[config.mk]
export PLATFORM = sky130hd
export DESIGN_NAME = uart_modem_ctl
export DESIGN_NICKNAME = d
export VERILOG_FILES = /design/src/rtl/uart_modem_pkg.sv /design/src/rtl/modem_host_regs.sv /design/src/rtl/modem_ri_detect.sv /design/src/rtl/modem_rts_ctrl.sv /design/src/rtl/modem_loop_route.sv /design/src/rtl/uart_modem_ctl.sv
export SDC_FILE = /design/constraint.sdc
export NUM_CORES = 1
export LEC_CHECK = 0
export ABC_AREA = 1
export BUFFER_PORTS_ARGS = -buffer_cell sky130_fd_sc_hd__buf_4
export CAP_MARGIN = 20
export CORE_MARGIN = 1.5
export CORE_UTILIZATION = 61
export CTS_BUF_LIST = sky130_fd_sc_hd__clkbuf_4 sky130_fd_sc_hd__clkbuf_8
export DETAILED_ROUTE_END_ITERATION = 10
export PLACE_DENSITY = 0.83
export SETUP_SLACK_MARGIN = 0.4
export SYNTH_ARGS = -nofsm -noshare
export SYNTH_HDL_FRONTEND = slang
export SYNTH_SLANG_ARGS = --single-unit
[constraint.sdc]
create_clock -name clk -period 3.2 [get_ports clk]
set_clock_uncertainty 0.2 [all_clocks]
set_input_delay 0.64 -clock clk [delete_from_list [all_inputs] [get_ports clk]]
set_output_delay 0.64 -clock clk [all_outputs]
set_load 0.05 [all_outputs]
[src/rtl/uart_modem_pkg.sv]
package uart_modem_pkg;
  localparam int REG_AW = 3;
  localparam int REG_DW = 8;

  localparam logic [REG_AW-1:0] ADR_INTEN = 3'd1;
  localparam logic [REG_AW-1:0] ADR_FEAT  = 3'd2;
  localparam logic [REG_AW-1:0] ADR_MCTL  = 3'd4;
  localparam logic [REG_AW-1:0] ADR_RTRIG = 3'd5;
  localparam logic [REG_AW-1:0] ADR_MSTAT = 3'd6;

  localparam int BIT_MSI_EN   = 3;
  localparam int BIT_AUTO_RTS = 6;
  localparam int BIT_RTS_REQ  = 1;
  localparam int BIT_LOOP_RI  = 3;
  localparam int BIT_LOOPBACK = 4;
  localparam int BIT_ST_TERI  = 2;
  localparam int BIT_ST_RING  = 6;

  typedef struct packed {
    logic [REG_DW-1:0] inten;
    logic [REG_DW-1:0] feat;
    logic [REG_DW-1:0] mctl;
    logic [REG_DW-1:0] rtrig;
  } ctl_regs_t;
endpackage

[src/rtl/modem_host_regs.sv]
module modem_host_regs
  import uart_modem_pkg::*;
(
  input  logic              clk,
  input  logic              rst,
  input  logic              wr_n,
  input  logic              rd_n,
  input  logic [REG_AW-1:0] addr,
  input  logic [REG_DW-1:0] wdata,
  output ctl_regs_t         regs,
  output logic              stat_rd
);
  logic wr_q, rd_q, wr_edge;

  always_ff @(posedge clk) begin
    if (rst) begin
      wr_q <= 1'b1;
      rd_q <= 1'b1;
    end else begin
      wr_q <= wr_n;
      rd_q <= rd_n;
    end
  end

  assign wr_edge = wr_n && !wr_q;
  assign stat_rd = rd_n && !rd_q && (addr == ADR_MSTAT);

  always_ff @(posedge clk) begin
    if (rst) begin
      regs <= '0;
    end else if (wr_edge) begin
      unique case (addr)
        ADR_INTEN: regs.inten <= wdata;
        ADR_FEAT:  regs.feat  <= wdata;
        ADR_MCTL:  regs.mctl  <= wdata;
        ADR_RTRIG: regs.rtrig <= wdata;
        default: ;
      endcase
    end
  end
endmodule

[src/rtl/modem_ri_detect.sv]
module modem_ri_detect #(
  parameter int SYNC_STAGES = 2
) (
  input  logic clk,
  input  logic rst,
  input  logic ri_n,
  input  logic loop_en,
  input  logic loop_ri,
  input  logic clr,
  output logic ring,
  output logic teri_flag
);
  logic [SYNC_STAGES-1:0] sync_q;
  logic ring_prev, trail;

  generate
    for (genvar s = 0; s < SYNC_STAGES; s++) begin : g_sync
      always_ff @(posedge clk) begin
        if (rst) sync_q[s] <= 1'b1;
        else if (s == 0) sync_q[s] <= ri_n;
        else sync_q[s] <= sync_q[(s == 0) ? 0 : s-1];
      end
    end
  endgenerate

  assign ring  = loop_en ? loop_ri : !sync_q[SYNC_STAGES-1];
  assign trail = ring_prev && !ring;

  always_ff @(posedge clk) begin
    if (rst) begin
      ring_prev <= 1'b0;
      teri_flag <= 1'b0;
    end else begin
      ring_prev <= ring;
      if (trail) teri_flag <= 1'b1;
      else if (clr) teri_flag <= 1'b0;
    end
  end
endmodule

[src/rtl/modem_rts_ctrl.sv]
module modem_rts_ctrl #(
  parameter int LVL_W = 7
) (
  input  logic             clk,
  input  logic             rst,
  input  logic             auto_en,
  input  logic             sw_req,
  input  logic [LVL_W-1:0] level,
  input  logic [7:0]       trig,
  output logic             rts_n
);
  localparam int CMP_W = (LVL_W > 8) ? LVL_W : 8;
  logic [CMP_W-1:0] lvl_x, trig_x;
  logic             at_trig;

  assign lvl_x   = CMP_W'(level);
  assign trig_x  = CMP_W'(trig);
  assign at_trig = lvl_x >= trig_x;

  always_ff @(posedge clk) begin
    if (rst) rts_n <= 1'b1;
    else if (auto_en) rts_n <= at_trig;
    else rts_n <= !sw_req;
  end
endmodule

[src/rtl/modem_loop_route.sv]
module modem_loop_route (
  input  logic rst,
  input  logic loop_en,
  input  logic tx_core,
  input  logic rxd_pin,
  output logic txd_pin,
  output logic rx_core
);
  always_comb begin
    if (rst) begin
      txd_pin = 1'b1;
      rx_core = 1'b1;
    end else if (loop_en) begin
      txd_pin = 1'b1;
      rx_core = tx_core;
    end else begin
      txd_pin = tx_core;
      rx_core = rxd_pin;
    end
  end
endmodule

[src/rtl/uart_modem_ctl.sv]
module uart_modem_ctl
  import uart_modem_pkg::*;
#(
  parameter int LVL_W       = 7,
  parameter int SYNC_STAGES = 2
) (
  input  logic             clk,
  input  logic             rst,
  input  logic             wr_n,
  input  logic             rd_n,
  input  logic [2:0]       addr,
  input  logic [7:0]       wdata,
  output logic [7:0]       rdata,
  input  logic             tx_core,
  output logic             txd_pin,
  input  logic             rxd_pin,
  output logic             rx_core,
  input  logic [LVL_W-1:0] rx_level,
  output logic             rts_n,
  input  logic             ri_n,
  output logic             irq
);
  ctl_regs_t regs;
  logic stat_rd, ring, teri_flag, loop_en, auto_en, msi_en;
  logic [REG_DW-1:0] mstat;

  assign loop_en = regs.mctl[BIT_LOOPBACK];
  assign auto_en = regs.feat[BIT_AUTO_RTS];
  assign msi_en  = regs.inten[BIT_MSI_EN];

  modem_host_regs u_regs (
    .clk(clk), .rst(rst), .wr_n(wr_n), .rd_n(rd_n), .addr(addr),
    .wdata(wdata), .regs(regs), .stat_rd(stat_rd)
  );

  modem_ri_detect #(.SYNC_STAGES(SYNC_STAGES)) u_ri (
    .clk(clk), .rst(rst), .ri_n(ri_n), .loop_en(loop_en),
    .loop_ri(regs.mctl[BIT_LOOP_RI]), .clr(stat_rd),
    .ring(ring), .teri_flag(teri_flag)
  );

  modem_rts_ctrl #(.LVL_W(LVL_W)) u_rts (
    .clk(clk), .rst(rst), .auto_en(auto_en),
    .sw_req(regs.mctl[BIT_RTS_REQ]), .level(rx_level),
    .trig(regs.rtrig), .rts_n(rts_n)
  );

  modem_loop_route u_route (
    .rst(rst), .loop_en(loop_en), .tx_core(tx_core), .rxd_pin(rxd_pin),
    .txd_pin(txd_pin), .rx_core(rx_core)
  );

  always_comb begin
    mstat = '0;
    mstat[BIT_ST_RING] = ring;
    mstat[BIT_ST_TERI] = teri_flag;
  end

  always_comb begin
    unique case (addr)
      ADR_INTEN: rdata = regs.inten;
      ADR_FEAT:  rdata = regs.feat;
      ADR_MCTL:  rdata = regs.mctl;
      ADR_RTRIG: rdata = regs.rtrig;
      ADR_MSTAT: rdata = mstat;
      default:   rdata = '0;
    endcase
  end

  assign irq = teri_flag && msi_en;
endmodule

==> impl_results.md <==
- Combinational power share: 0.101
- Setup slack, reg-to-reg: 1720 ps
- Area Overhead vs Synth: 21.8%
- Syn_nets: between 200 and 300
- Async SR Flop Fraction: 0
- CTS Buf Count: 5
- Yosys cell types: 21
- CTS tree: done
- Failing checks: design-rule violations
- Largest cells by area after synthesis: dfxtp_1, nor2_1, nand2_1
- Share of cells above drive strength 1: 0.207
- Yosys top cell area share: 0.427
- Syn_area_per_cell: between 6 and 7 sq um
- Max Cap Viol: 0
- TritonRoute pass-1 iters: 8
- Least-Margin Pin Slew: between 300 and 400 ps
- Hold-fix buffers, CTS: 0
- Vias: between 1500 and 2000
- Register area share after synthesis: 0.427
- Gpl congestion: 0.841
- Clock power frac: 0.409
- Startpoint types: input port
- Tmin final: 2560 ps
- Largest net degree at the start of global routing: 30
- Die area: around 3300 sq um
- Detailed Route Iter0 Violations: 105
- Core Region: between 2000 and 3000 sq um
- First-pass GRT wire length: around 7400 microns
- Final-stage net count: 335
- Data required, critical path: 2360 ps
- Post-synth top cells: nor2_1, nand2_1, dfxtp_1
- DR DRC count: 12
- Syn Std Cell Area: around 1800 sq um
- Clock Latency Late Sink: around 360 ps
- Worst vdd ir: between 0.5 and 0.6 mV
- Root Driver: clkbuf_4
- CP Capture Type: output pin
- N_diodes: 0
- Cell Area, Placed: approximately 2100 sq um
- Crit path kind: input port to output pin
- Gr ovfl total: 0
- Cell Rows: 19
- Design area: around 2200 sq um
- Cell internal pwr: 779 uW
- Setup-failing EPs final: 0
- Relative slew slack: 0.741
- Total routed wirelength: between 4000 and 5000 microns
- Slowest cell on crit path: inv_1
- Vias per cell: between 5 and 6
- Final Cycle Share: 0.799
- Max Buffers Root-to-Sink: 2
- Yosys warns: 0
- Post-CTS setup buffers: 0
- Slowest Stage Delay on Critical Path: between 200 and 300 ps
- Largest area contributor in the netlist: dfxtp_1
- Die H: a little under 60 microns
- Switching share of power: 0.233
- IO Port Bufs: 36
- Initial antenna violation count: 0
- Type of the tightest min-delay check: flop to flop
- Post-Synthesis Cells: 263
- Num ports: 37
- CP Cell Sequence: buf_4 -> inv_1 -> nand3_1 -> inv_1 -> nand2_1 -> o2111ai_1 -> buf_4
- Top_reg_cell synth: dfxtp_1
- CTS clock-pin slew for the worst setup and hold paths: 110 ps
- Cts repair resizes: 0
- Net Sw Power: approximately 240 uW
- PwrDens: ~460 nW/um^2
- Total negative slack: 0 ps
- H-tree depth: 2
- Post-synth EDFFs: 0
- Fmax: between 300 and 400 MHz
- P_leak: 0.00105 uW
- Most frequent cell after synthesis: nor2_1
- Detailed placement HPWL: 3220 microns
- Die X: between 50 and 60 microns
- Initial core utilization: 0.652
- DR WL/cell: around 13 microns
- Status: finished, violations left
- Seq pwr share: 0.491
- Final hold violations: 0
- GRT Util Overall: 0.300
- Seq cells post-synth: 39
- Final antenna-violating net count: 0
- RSZ-0062 raised after global routing: no
- CP arrival: roughly 1700 ps
- Pins Over Slew Limit: 0
- Sinks on Clock Net: 39
- Crit-path max FO: 8
- Number of global-route vias before repair: between 1500 and 2000
## worst paths after layout
check,depth (start not counted),end,from
worst max register to register,10,u_rts.rts_n$_SDFF_PP1_,u_regs.regs[2]$_SDFFE_PP0P_
worst min-delay path,1,u_ri.sync_q[1]$_SDFF_PP1_,u_ri.sync_q[0]$_SDFF_PP1_
worst max-delay path,7,rdata[5],addr[2]
worst min register to register,1,u_ri.sync_q[1]$_SDFF_PP1_,u_ri.sync_q[0]$_SDFF_PP1_
## sequential cells by signal, indices dropped and copies added, names as in the netlist
signal	count
u_regs.wr_q	1
u_regs.rd_q	1
u_ri.ring_prev	1
u_rts.rts_n	1
u_ri.sync_q	2
u_ri.teri_flag	1
u_regs.regs	32
## power by group through the flow
stage          Combinational, uW  Clock, uW  Sequential [uW]
2_1_floorplan               54.6          0              509
3_3_place_gp                98.8          0              509
3_5_place_dp                 101          0              509
4_1_cts                      102        417              498
5_1_grt                      114        436              499
6_report                     102        415              498
## cell type report
type	instances	area [sq um]
Clock buffer	5	37.5
Clock inverter	3	67.6
Fill cell	231	578
Inverter	33	124
Multi-Input combinational cell	187	901
Sequential cell	39	781
Tap cell	31	38.8
Timing Repair Buffer	37	278
## cell families after synthesis
| kind of cell | synth area share |
|---|---|
| AND/OR/NAND/NOR | 0.309 |
| adder cells (fa/ha/maj) | 0.0479 |
| flip-flops | 0.427 |
| AO/OA/AOI/OAI | 0.136 |
| buffers and inverters | 0.0801 |
## routing by layer
layer  share of wire  vias to the layer above  global-route usage
met2            0.46                       70               0.477
li1                -                      915                   -
met3           0.080                       12              0.0938
met5               0                        -                   0
met4           0.030                        0               0.150
met1            0.43                      815               0.367
## cell usage in the layout, fill, tap and decap left out, types with 3 or more instances in the layout
cell type and n:
o21ai_1 9, inv_1 24, clkbuf_4 5, o2111ai_1 5, nor2_1 70, nand2_1 49
inv_2 9, nand4_1 3, nand3_1 4, ha_1 7, a21oi_1 4, o21ai_0 25
dfxtp_1 39, buf_4 37, nor2_4 3
## worst max-delay path, delay by kind of cell
kind	cells	cell delay (ps)
AO/OA/AOI/OAI	1	120
buffers and inverters	4	710
AND/OR/NAND/NOR	2	240
## metrics by stage
stage          instances  setup slack [ps]  total power (uW)   util  hold slack [ps]
2_1_floorplan        263               668               563      -              189
3_3_place_gp         327               722               608  0.756              203
3_5_place_dp         327               638               610  0.756              201
4_1_cts              335               638              1020  0.794              234
5_1_grt              335               553              1050  0.794              238
6_report             335               643              1020  0.794              230
Note: power is estimated with default switching activity, not from simulation.
